--- src/rtl/tmr_pkg.sv ---
package tmr_pkg;
  // control register field positions
  localparam int unsigned CTRL_PSEL_LSB = 0;
  localparam int unsigned CTRL_PSEL_W   = 3;
  localparam int unsigned CTRL_IE_BIT   = 5;
  localparam int unsigned CTRL_UF_BIT   = 8;
  localparam int unsigned PHASE_W       = 8;

  // last phase value of the prescaler for a select code (divide minus one)
  function automatic logic [PHASE_W-1:0] tmr_div_last(input logic [CTRL_PSEL_W-1:0] code);
    case (code)
      3'd1:    return 8'd15;
      3'd2:    return 8'd63;
      3'd3:    return 8'd255;
      default: return 8'd3;
    endcase
  endfunction
endpackage

--- src/rtl/tmr_prescaler.sv ---
module tmr_prescaler
  import tmr_pkg::*;
(
  input  logic                   clk,
  input  logic                   rst_n,
  input  logic                   run,
  input  logic [CTRL_PSEL_W-1:0] psel,
  output logic                   tick
);
  logic [PHASE_W-1:0] phase_q;
  logic [PHASE_W-1:0] last;

  assign last = tmr_div_last(psel);
  assign tick = run && (phase_q >= last);

  always_ff @(posedge clk or negedge rst_n) begin
    if (!rst_n)       phase_q <= '0;
    else if (!run)    phase_q <= '0;
    else if (tick)    phase_q <= '0;
    else              phase_q <= phase_q + 1'b1;
  end


  stopped_no_tick_chk: assert property (@(posedge clk) disable iff (!rst_n)
    !run |=> !tick);
endmodule

--- src/rtl/tmr_channel.sv ---
module tmr_channel
  import tmr_pkg::*;
#(
  parameter int unsigned DATA_W = 32
) (
  input  logic              clk,
  input  logic              rst_n,
  input  logic              run,
  input  logic              wr_const,
  input  logic              wr_count,
  input  logic              wr_ctrl,
  input  logic [DATA_W-1:0] wdata,
  output logic [DATA_W-1:0] const_q,
  output logic [DATA_W-1:0] count_q,
  output logic [DATA_W-1:0] ctrl_rd,
  output logic              irq
);
  logic [CTRL_PSEL_W-1:0] psel_q;
  logic                   ie_q;
  logic                   uf_q;
  logic                   tick;
  logic                   underflow;
  logic                   flag_clear;
  logic [DATA_W-1:0]      count_nxt;

  // next counter value on a tick: step down, or reload at zero
  function automatic logic [DATA_W-1:0] step_count(input logic [DATA_W-1:0] cur,
                                                   input logic [DATA_W-1:0] rel);
    if (cur == '0) return rel;
    return cur - 1'b1;
  endfunction

  tmr_prescaler u_pre (
    .clk  (clk),
    .rst_n(rst_n),
    .run  (run),
    .psel (psel_q),
    .tick (tick)
  );

  assign underflow  = tick && (count_q == '0);
  assign flag_clear = wr_ctrl && !wdata[CTRL_UF_BIT];
  assign count_nxt  = step_count(count_q, const_q);

  always_ff @(posedge clk or negedge rst_n) begin
    if (!rst_n)        count_q <= '1;
    else if (wr_count) count_q <= wdata;
    else if (tick)     count_q <= count_nxt;
  end

  always_ff @(posedge clk or negedge rst_n) begin
    if (!rst_n)        const_q <= '1;
    else if (wr_const) const_q <= wdata;
  end

  always_ff @(posedge clk or negedge rst_n) begin
    if (!rst_n) begin
      psel_q <= '0;
      ie_q   <= 1'b0;
    end else if (wr_ctrl) begin
      psel_q <= wdata[CTRL_PSEL_LSB +: CTRL_PSEL_W];
      ie_q   <= wdata[CTRL_IE_BIT];
    end
  end

  always_ff @(posedge clk or negedge rst_n) begin
    if (!rst_n)          uf_q <= 1'b0;
    else if (underflow)  uf_q <= 1'b1;
    else if (flag_clear) uf_q <= 1'b0;
  end

  always_comb begin
    ctrl_rd = '0;
    ctrl_rd[CTRL_PSEL_LSB +: CTRL_PSEL_W] = psel_q;
    ctrl_rd[CTRL_IE_BIT] = ie_q;
    ctrl_rd[CTRL_UF_BIT] = uf_q;
  end

  assign irq = uf_q && ie_q;


  decrement_chk: assert property (@(posedge clk) disable iff (!rst_n)
    (tick && count_q != '0 && !wr_count) |=> count_q == DATA_W'($past(count_q) - 1'b1));

  reload_chk: assert property (@(posedge clk) disable iff (!rst_n)
    (tick && count_q == '0 && !wr_count) |=> (count_q == $past(const_q)) && uf_q);

  frozen_chk: assert property (@(posedge clk) disable iff (!rst_n)
    (!run && !wr_count) |=> $stable(count_q));

  flag_hold_chk: assert property (@(posedge clk) disable iff (!rst_n)
    (!tick && !flag_clear) |=> uf_q == $past(uf_q));
endmodule

--- src/rtl/tick_timer_unit.sv ---
module tick_timer_unit
  import tmr_pkg::*;
#(
  parameter int unsigned NUM_CH = 3,
  parameter int unsigned DATA_W = 32,
  parameter int unsigned ADDR_W = 6
) (
  input  logic              clk,
  input  logic              rst_n,
  input  logic [ADDR_W-1:0] addr,
  input  logic              wr_en,
  input  logic [DATA_W-1:0] wdata,
  output logic [DATA_W-1:0] rdata,
  output logic [NUM_CH-1:0] irq
);
  localparam int unsigned WORD_W   = ADDR_W - 2;
  localparam int unsigned REGS_PER = 3;

  logic [NUM_CH-1:0] run_q;
  logic              aligned;
  logic [WORD_W-1:0] word;
  logic              hit_start;
  logic [NUM_CH-1:0] sel_const, sel_count, sel_ctrl;
  logic [DATA_W-1:0] const_v [NUM_CH];
  logic [DATA_W-1:0] count_v [NUM_CH];
  logic [DATA_W-1:0] ctrl_v  [NUM_CH];

  assign aligned   = (addr[1:0] == 2'b00);
  assign word      = addr[ADDR_W-1:2];
  assign hit_start = aligned && (word == '0);

  always_ff @(posedge clk or negedge rst_n) begin
    if (!rst_n)                  run_q <= '0;
    else if (wr_en && hit_start) run_q <= wdata[NUM_CH-1:0];
  end

  for (genvar n = 0; n < NUM_CH; n++) begin : g_ch
    localparam int unsigned BASE = 1 + REGS_PER * n;
    assign sel_const[n] = aligned && (word == WORD_W'(BASE));
    assign sel_count[n] = aligned && (word == WORD_W'(BASE + 1));
    assign sel_ctrl[n]  = aligned && (word == WORD_W'(BASE + 2));

    tmr_channel #(.DATA_W(DATA_W)) u_ch (
      .clk     (clk),
      .rst_n   (rst_n),
      .run     (run_q[n]),
      .wr_const(wr_en && sel_const[n]),
      .wr_count(wr_en && sel_count[n]),
      .wr_ctrl (wr_en && sel_ctrl[n]),
      .wdata   (wdata),
      .const_q (const_v[n]),
      .count_q (count_v[n]),
      .ctrl_rd (ctrl_v[n]),
      .irq     (irq[n])
    );
  end

  always_comb begin
    rdata = '0;
    if (hit_start) rdata[NUM_CH-1:0] = run_q;
    for (int n = 0; n < NUM_CH; n++) begin
      if (sel_const[n]) rdata = const_v[n];
      if (sel_count[n]) rdata = count_v[n];
      if (sel_ctrl[n])  rdata = ctrl_v[n];
    end
  end


  one_target_chk: assert property (@(posedge clk) disable iff (!rst_n)
    $countones({hit_start, sel_const, sel_count, sel_ctrl}) <= 1);

  start_write_chk: assert property (@(posedge clk) disable iff (!rst_n)
    (wr_en && hit_start) |=> run_q == $past(wdata[NUM_CH-1:0]));
endmodule

--- config.mk ---
export PLATFORM = sky130hd
export DESIGN_NAME = tick_timer_unit
export DESIGN_NICKNAME = d
export VERILOG_FILES = /design/src/rtl/tmr_pkg.sv /design/src/rtl/tmr_prescaler.sv /design/src/rtl/tmr_channel.sv /design/src/rtl/tick_timer_unit.sv
export SDC_FILE = /design/constraint.sdc
export NUM_CORES = 1
export LEC_CHECK = 0
export BUFFER_PORTS_ARGS = -buffer_cell sky130_fd_sc_hd__clkbuf_2
export CAP_MARGIN = 30
export CELL_PAD_IN_SITES_DETAIL_PLACEMENT = 2
export CELL_PAD_IN_SITES_GLOBAL_PLACEMENT = 2
export CORE_UTILIZATION = 40
export DETAILED_ROUTE_END_ITERATION = 10
export PLACE_DENSITY = 0.86
export RECOVER_POWER = 25
export REMOVE_ABC_BUFFERS = 1
export SETUP_SLACK_MARGIN = 0.1
export SLEW_MARGIN = 20
export SYNTH_ARGS = -nofsm -noshare
export SYNTH_HDL_FRONTEND = slang
export SYNTH_HIERARCHICAL = 1
export SYNTH_SLANG_ARGS = --single-unit
--- constraint.sdc ---
create_clock -name clk -period 2.69 [get_ports clk]
set_input_delay 0 -clock clk [delete_from_list [all_inputs] [get_ports clk]]
set_output_delay 0 -clock clk [all_outputs]
set_load 0.1 [all_outputs]
; Yosys cells after proc, flatten, opt, wreduce, memory -nomap -nowiden
; Index checks and enable logic that the tools add are counted.
[word_totals]
reg_bits = 234
latch_bits = 0
ramBits = 0
rom_bits = 0
inputBits = 41
word_cells = 130
n_memories = 0
[op_classes]
add_sub_neg = 6
mul = 0
n_div = 0
n_lt_le_gt_ge = 3
eq_ne = 18
n_shift = 0
mux = 40
bitwise = 0
reduce_logical = 44
[ops]
columns = cell, count
row1 = $mux 32, 21
row2 = $logic_not 32->1, 3
row3 = $sub 32x1->32 const B, 3
row4 = $pmux 8 s3, 3
row5 = $mux 8, 6
row6 = $logic_and 1x1->1, 32
row7 = $add 8x1->8 const B, 3
row8 = $ge 8x8->1, 3
row9 = $eq 3x2->1 const B, 6
row10 = $eq 4x3->1 const B, 4
row11 = $reduce_bool 2->1, 6
row12 = $eq 3x1->1 const B, 3
row13 = $mux 1, 9
row14 = $eq 4x2->1 const B, 2
row15 = $eq 4x4->1 const B, 2
row16 = $eq 4x1->1 const B, 1
row17 = $logic_not 4->1, 1
row18 = $mux 3, 1
row19 = $logic_not 2->1, 1
row20 = $logic_not 1->1, 1

; Longest topological paths before layout
[depth]
word_depth = 12
ltp_mapped = 12
depth_no_buf = 11

; Cells and area by module
; The synthesis kept the hierarchy.
[modules_own_cells]
columns = module, n_inst, cells_each, area_each_um2, seq_area_each_um2
row1 = tmr_channel, 3, 418, 4117.7, 1806.7
row2 = tick_timer_unit, 1, 346, 2512.4, 75.1
row3 = tmr_prescaler, 3, 49, 506.7, 200.2

; Worst setup path before layout
; Ideal clock, no wire load.
[synth_path]
path_kind = input-to-output
start = input addr[2]
end = output rdata[28]
arrival_time_ns = 4.572
required_time_ns = 2.690
path_slack_ns = -1.882
stages = 7
n_path_buf = 3
cell_sequence = clkbuf_1 > buf_1 > buf_2 > o21ai_0 > nand2_1 > a21oi_1 > o311ai_0
[synth_via]
elab_chain_cells = 11
[synth_rtl]
columns = element, line_no
row1 = from (decl), tick_timer_unit.sv:10  ; input logic [ADDR_W-1:0] addr,
row2 = $eq 4x1->1, tick_timer_unit.sv:39  ; assign sel_const[n] = aligned && (word == WORD_W'(BASE));
row3 = $logic_and 1x1->1, tick_timer_unit.sv:39
row4 = $mux 32, tick_timer_unit.sv:62  ; if (sel_const[n]) rdata = const_v[n];
row5 = $mux 32, tick_timer_unit.sv:63  ; if (sel_count[n]) rdata = count_v[n];
row6 = $mux 32, tick_timer_unit.sv:64  ; if (sel_ctrl[n]) rdata = ctrl_v[n];
row7 = $mux 32, tick_timer_unit.sv:62
row8 = $mux 32, tick_timer_unit.sv:63
row9 = $mux 32, tick_timer_unit.sv:64
row10 = $mux 32, tick_timer_unit.sv:62
row11 = $mux 32, tick_timer_unit.sv:63
row12 = $mux 32 *, tick_timer_unit.sv:64
row13 = to (decl), tick_timer_unit.sv:13  ; output logic [DATA_W-1:0] rdata,
; Mark *: on every way between the ends. The rest lies on a longest branch, timed or not.

; Worst setup path after layout
[layout_path]
start = register g_ch[0].u_ch.psel_q[2]
end = register g_ch[0].u_ch.count_q[26]
[layout_via]
elab_chain_cells = 5
[layout_rtl]
columns = element, line_no
row1 = from (decl), tmr_channel.sv:18  ; logic [CTRL_PSEL_W-1:0] psel_q;
row2 = from (signal assigned), tmr_channel.sv:61  ; psel_q <= wdata[CTRL_PSEL_LSB +: CTRL_PSEL_W];
row3 = $eq 3x2->1 or $eq 3x1->1 (tied branches), tmr_pkg.sv:11  ; case (code)
row4 = $pmux 8 s3 *, tmr_pkg.sv:11
row5 = $ge 8x8->1 *, tmr_prescaler.sv:14  ; assign tick = run && (phase_q >= last);
row6 = $logic_and 1x1->1 *, tmr_prescaler.sv:14
row7 = net g_ch[0].u_ch.tick, tmr_channel.sv:21  ; logic tick;
row8 = $reduce_bool 2->1 (no source line) *, n/a
row9 = to (signal assigned), tmr_channel.sv:47  ; else if (wr_count) count_q <= wdata;
row10 = to (signal assigned), tmr_channel.sv:48  ; else if (tick) count_q <= count_nxt;
row11 = to (decl), tmr_channel.sv:14  ; output logic [DATA_W-1:0] count_q,
; The timed path passes the listed nets; every way through them passes the cells marked *.
; A chain may end at the register's enable or synchronous reset.

==> out/results.ini <==
[run_status]
status = finished with violations
violations = max-capacitance violations, max-slew violations, negative setup slack

[logic_synthesis]
synth_edf_count = 0
ys_warn_count = 6
ys_ff_latch = 234
async_reset_ff_frac = 1.000
syn-instance-count = 1747
synth_area_sq_mm = 0.01639
synth-main-ff-cell = dfstp_2
synth-seq-area-share = 0.3720
yosysUniqueCellTypes = 67
avgSynthCellArea_sq_um = 9.379

[sta]
relSlewSlack = -0.3986
fmax_mhz = 307.2
finalHoldViolations = 0
clock_skew_ps = 43.66
tightest_slew_ps = 2098
finalWorstSetupSlack_ps = -565.2
finalCritPeriodShare = 1.210
setup_viol = 27
finalMaxSlewViolations = 69
fin_crit_ps = 3255
rsz0062_at_grt = yes

[cells_and_area]
regArea_sq_mm = 0.006097
fin_cells = 2452
drive_gt1_frac = 0.3557
fill_cells = 4087
multiInputGateArea_sq_mm = 0.009684
final_nets = 1967
area_delta_synth_final_pct = 21.17

[placed_design]
place_hpwl_microns = 48610
dp_cells = 2331
io_buffers = 75
globalplace.congestion = 0.9173

[floorplan]
rows = 73
initial_core_util = 0.4086
fp.dieW_microns = 204.4
fp.dieH_microns = 204.4
num_io_pins = 76
core_sq_mm = 0.04010
dieArea_sq_mm = 0.04178

[power_and_ir_drop]
leakage_nw = 8.081
powerDensity_mw_per_mm2 = 638.4
power_w = 0.01268
ir_drop_uv = 479.9

[worst_setup_path]
crit_type = register to register
r2r.worst_path.cells = 10
critical_path_required_ps = 3100
ff2ff_setup_slack_ps = -570
cp-end-kind = register
worstPathMaxFanout = 8
startpoint_type = register
r2r-end = g_ch[0].u_ch/count_q[26]$_DFFE_PN1P_
max_stage_delay_ps = 750
worstPathArrival_ps = 3670
r2r-start = g_ch[0].u_ch/psel_q[2]$_DFFE_PN0P_
crit_slowest_cell = o21ai_1
crit_end = g_ch[0].u_ch/count_q[26]$_DFFE_PN1P_
path_cells = nand3b_1 -> buf_4 -> ha_4 -> nand4_1 -> nand2_2 -> o21a_1 -> nor2b_4 -> buf_12 -> o21ai_0 -> o21ai_1
critPathLaunch = g_ch[0].u_ch/psel_q[2]$_DFFE_PN0P_

[global_route]
grt_antenna_before_repair = 7
grt_max_degree = 74
grt_usage = 0.3838
grt_pass1_vias = 18540
globalRouteOverflowTotal = 0
grt_pass1_wl_microns = 119400

[route]
drt_iter0_drc = 2195
routed_wl_microns = 91760
route.detailed.drc = 0
detail-route-antenna-nets = 0
vias_per_cell = 7.064
firstDrtPassIters = 6
wl_per_cell_microns = 37.42
vias = 17320

[cts]
numCtsBuffers = 30
clock_sinks = 234
cts_tree = built
cts_root_buf = clkbuf_16
htreeDepth = 1
clockBufferDepth = 3
clk_pin_slew_worst_paths_ps = 80
clock_latency_ps = 630

[run]
drv_cap = 1

[hold_path]
hp-class = input pin to register

-- what timing repair did --
item	4_1_cts	5_1_grt
pin swaps	4	12
endpoints found under the setup margin	21	92
buffers inserted	4	18
hold buffers	34	0
cloned	2	3
resized for setup	5	76
endpoints found under the hold margin	316	0
-- metrics by stage --
stage	instance area (sq um)	hold WS, ps	TNS (ps)	setup slack (ps)	utilization
2_1_floorplan	15500	-295.6	-52510	-2195	-
3_5_place_dp	17940	26.31	0	113.6	0.4474
4_1_cts	19380	13.54	0	63.02	0.4833
3_3_place_gp	17940	27.47	0	276.1	0.4474
5_1_grt	19850	129.0	-2413	-530.2	0.4951
6_report	19860	105.3	-2311	-565.2	0.4952
-- worst max-delay path: cells and delay by family, from the launching register on --
family / cells / cell delay [ps]
AO/OA/AOI/OAI: 3 / 1120
AND/OR/NAND/NOR: 4 / 870
flip-flops: 1 / 400
buffers and inverters: 2 / 380
adder cells (fa/ha/maj): 1 / 290
-- flip-flops by register name (all words and copies together), names as in the netlist --
signal,flops
g_ch.u_ch/psel_q,9
g_ch.u_ch/count_q,96
g_ch.u_ch/uf_q,3
g_ch.u_ch/ie_q,3
run_q,3
g_ch.u_ch/u_pre/phase_q,24
g_ch.u_ch/const_q,96
-- kinds of logic after synthesis --
family | after synthesis | synth area share
and+or+nand+nor | 512 | 0.1808
AOI/OAI and AO/OA | 494 | 0.1834
DFF | 234 | 0.3720
buffers and inverters | 220 | 0.07453
muxes | 158 | 0.1150
xor gates and xnor gates | 99 | 0.05292
adders and majority gates | 27 | 0.02062
other | 3 | 0.0006872
-- per-layer routing --
metal	vias up	global-route usage	share of wire
met4	6	0.2420	0.082
met5	-	0	0.00048
li1	6576	-	-
met1	8800	0.4449	0.35
met2	1330	0.6391	0.45
met3	609	0.08769	0.11
-- worst min path at each step --
stage,from,to,slack [ps],cells after the start
6_report,wr_en,run_q[2]$_DFFE_PN0P_,110,3
3_5_place_dp,rst_n,g_ch[1].u_ch/uf_q$_DFFE_PN0P_,30,1
5_1_grt,wr_en,run_q[2]$_DFFE_PN0P_,130,3
3_3_place_gp,rst_n,g_ch[1].u_ch/uf_q$_DFFE_PN0P_,30,1
4_1_cts,rst_n,g_ch[1].u_ch/uf_q$_DFFE_PN0P_,10,2
2_1_floorplan,rst_n,g_ch[0].u_ch/ie_q$_DFFE_PN0P_,-300,0
-- power breakdown --
group          leakage [nW]  switching, W  internal [W]  total (W)
clock                 0.499       0.00190       0.00245    0.00435
combinational          5.01       0.00207       0.00124    0.00330
sequential             2.57      0.000738       0.00428    0.00502
total                  8.08       0.00471       0.00797     0.0127
-- layout make-up --
class / count / share of cell area
multi-input combinational: 1373 / 0.4877
antenna: 4 / 0.0005041
tap: 525 / 0.03308
inverter: 11 / 0.002080
timing repair buffer: 249 / 0.1190
clock buffer: 49 / 0.04695
clock inverter: 7 / 0.003592
sequential: 234 / 0.3071
-- layout by cell type (no fill, tap or decap), drive strengths merged, types with 76 or more instances in the layout --
| master | count |
|---|---|
| o21ai | 212 |
| dfstp | 192 |
| buf | 167 |
| mux2 | 132 |
| a21oi | 123 |
| clkbuf | 97 |
| nor2 | 95 |
| nor3b | 90 |
| conb | 81 |
| nand2 | 76 |
-- cell usage after synthesis (16+ instances only) --
| library cell | count | area (sq um) |
|---|---|---|
| a21oi_1 | 120 | 600.6 |
| a222oi_1 | 20 | 200.2 |
| a22oi_1 | 20 | 150.1 |
| a31oi_1 | 16 | 100.1 |
| and3_1 | 17 | 106.4 |
| buf_1 | 18 | 67.56 |
| buf_2 | 19 | 95.09 |
| buf_4 | 87 | 653.1 |
| clkbuf_1 | 79 | 296.5 |
| dfrtp_1 | 42 | 1051 |
| dfstp_2 | 192 | 5045 |
| ha_1 | 27 | 337.8 |
| mux2_2 | 132 | 1486 |
| nand2_1 | 76 | 285.3 |
| nand2b_1 | 16 | 100.1 |
| nand3_1 | 32 | 160.2 |
| nor2_1 | 91 | 341.6 |
| nor3_1 | 57 | 285.3 |
| nor3b_1 | 90 | 675.7 |
| nor4_1 | 31 | 193.9 |
| o21ai_0 | 179 | 895.9 |
| o21ai_1 | 27 | 135.1 |
| or3_1 | 19 | 118.9 |
| xnor2_1 | 30 | 262.8 |
| xor2_1 | 69 | 604.3 |
Power figures use the tool's default switching activity.
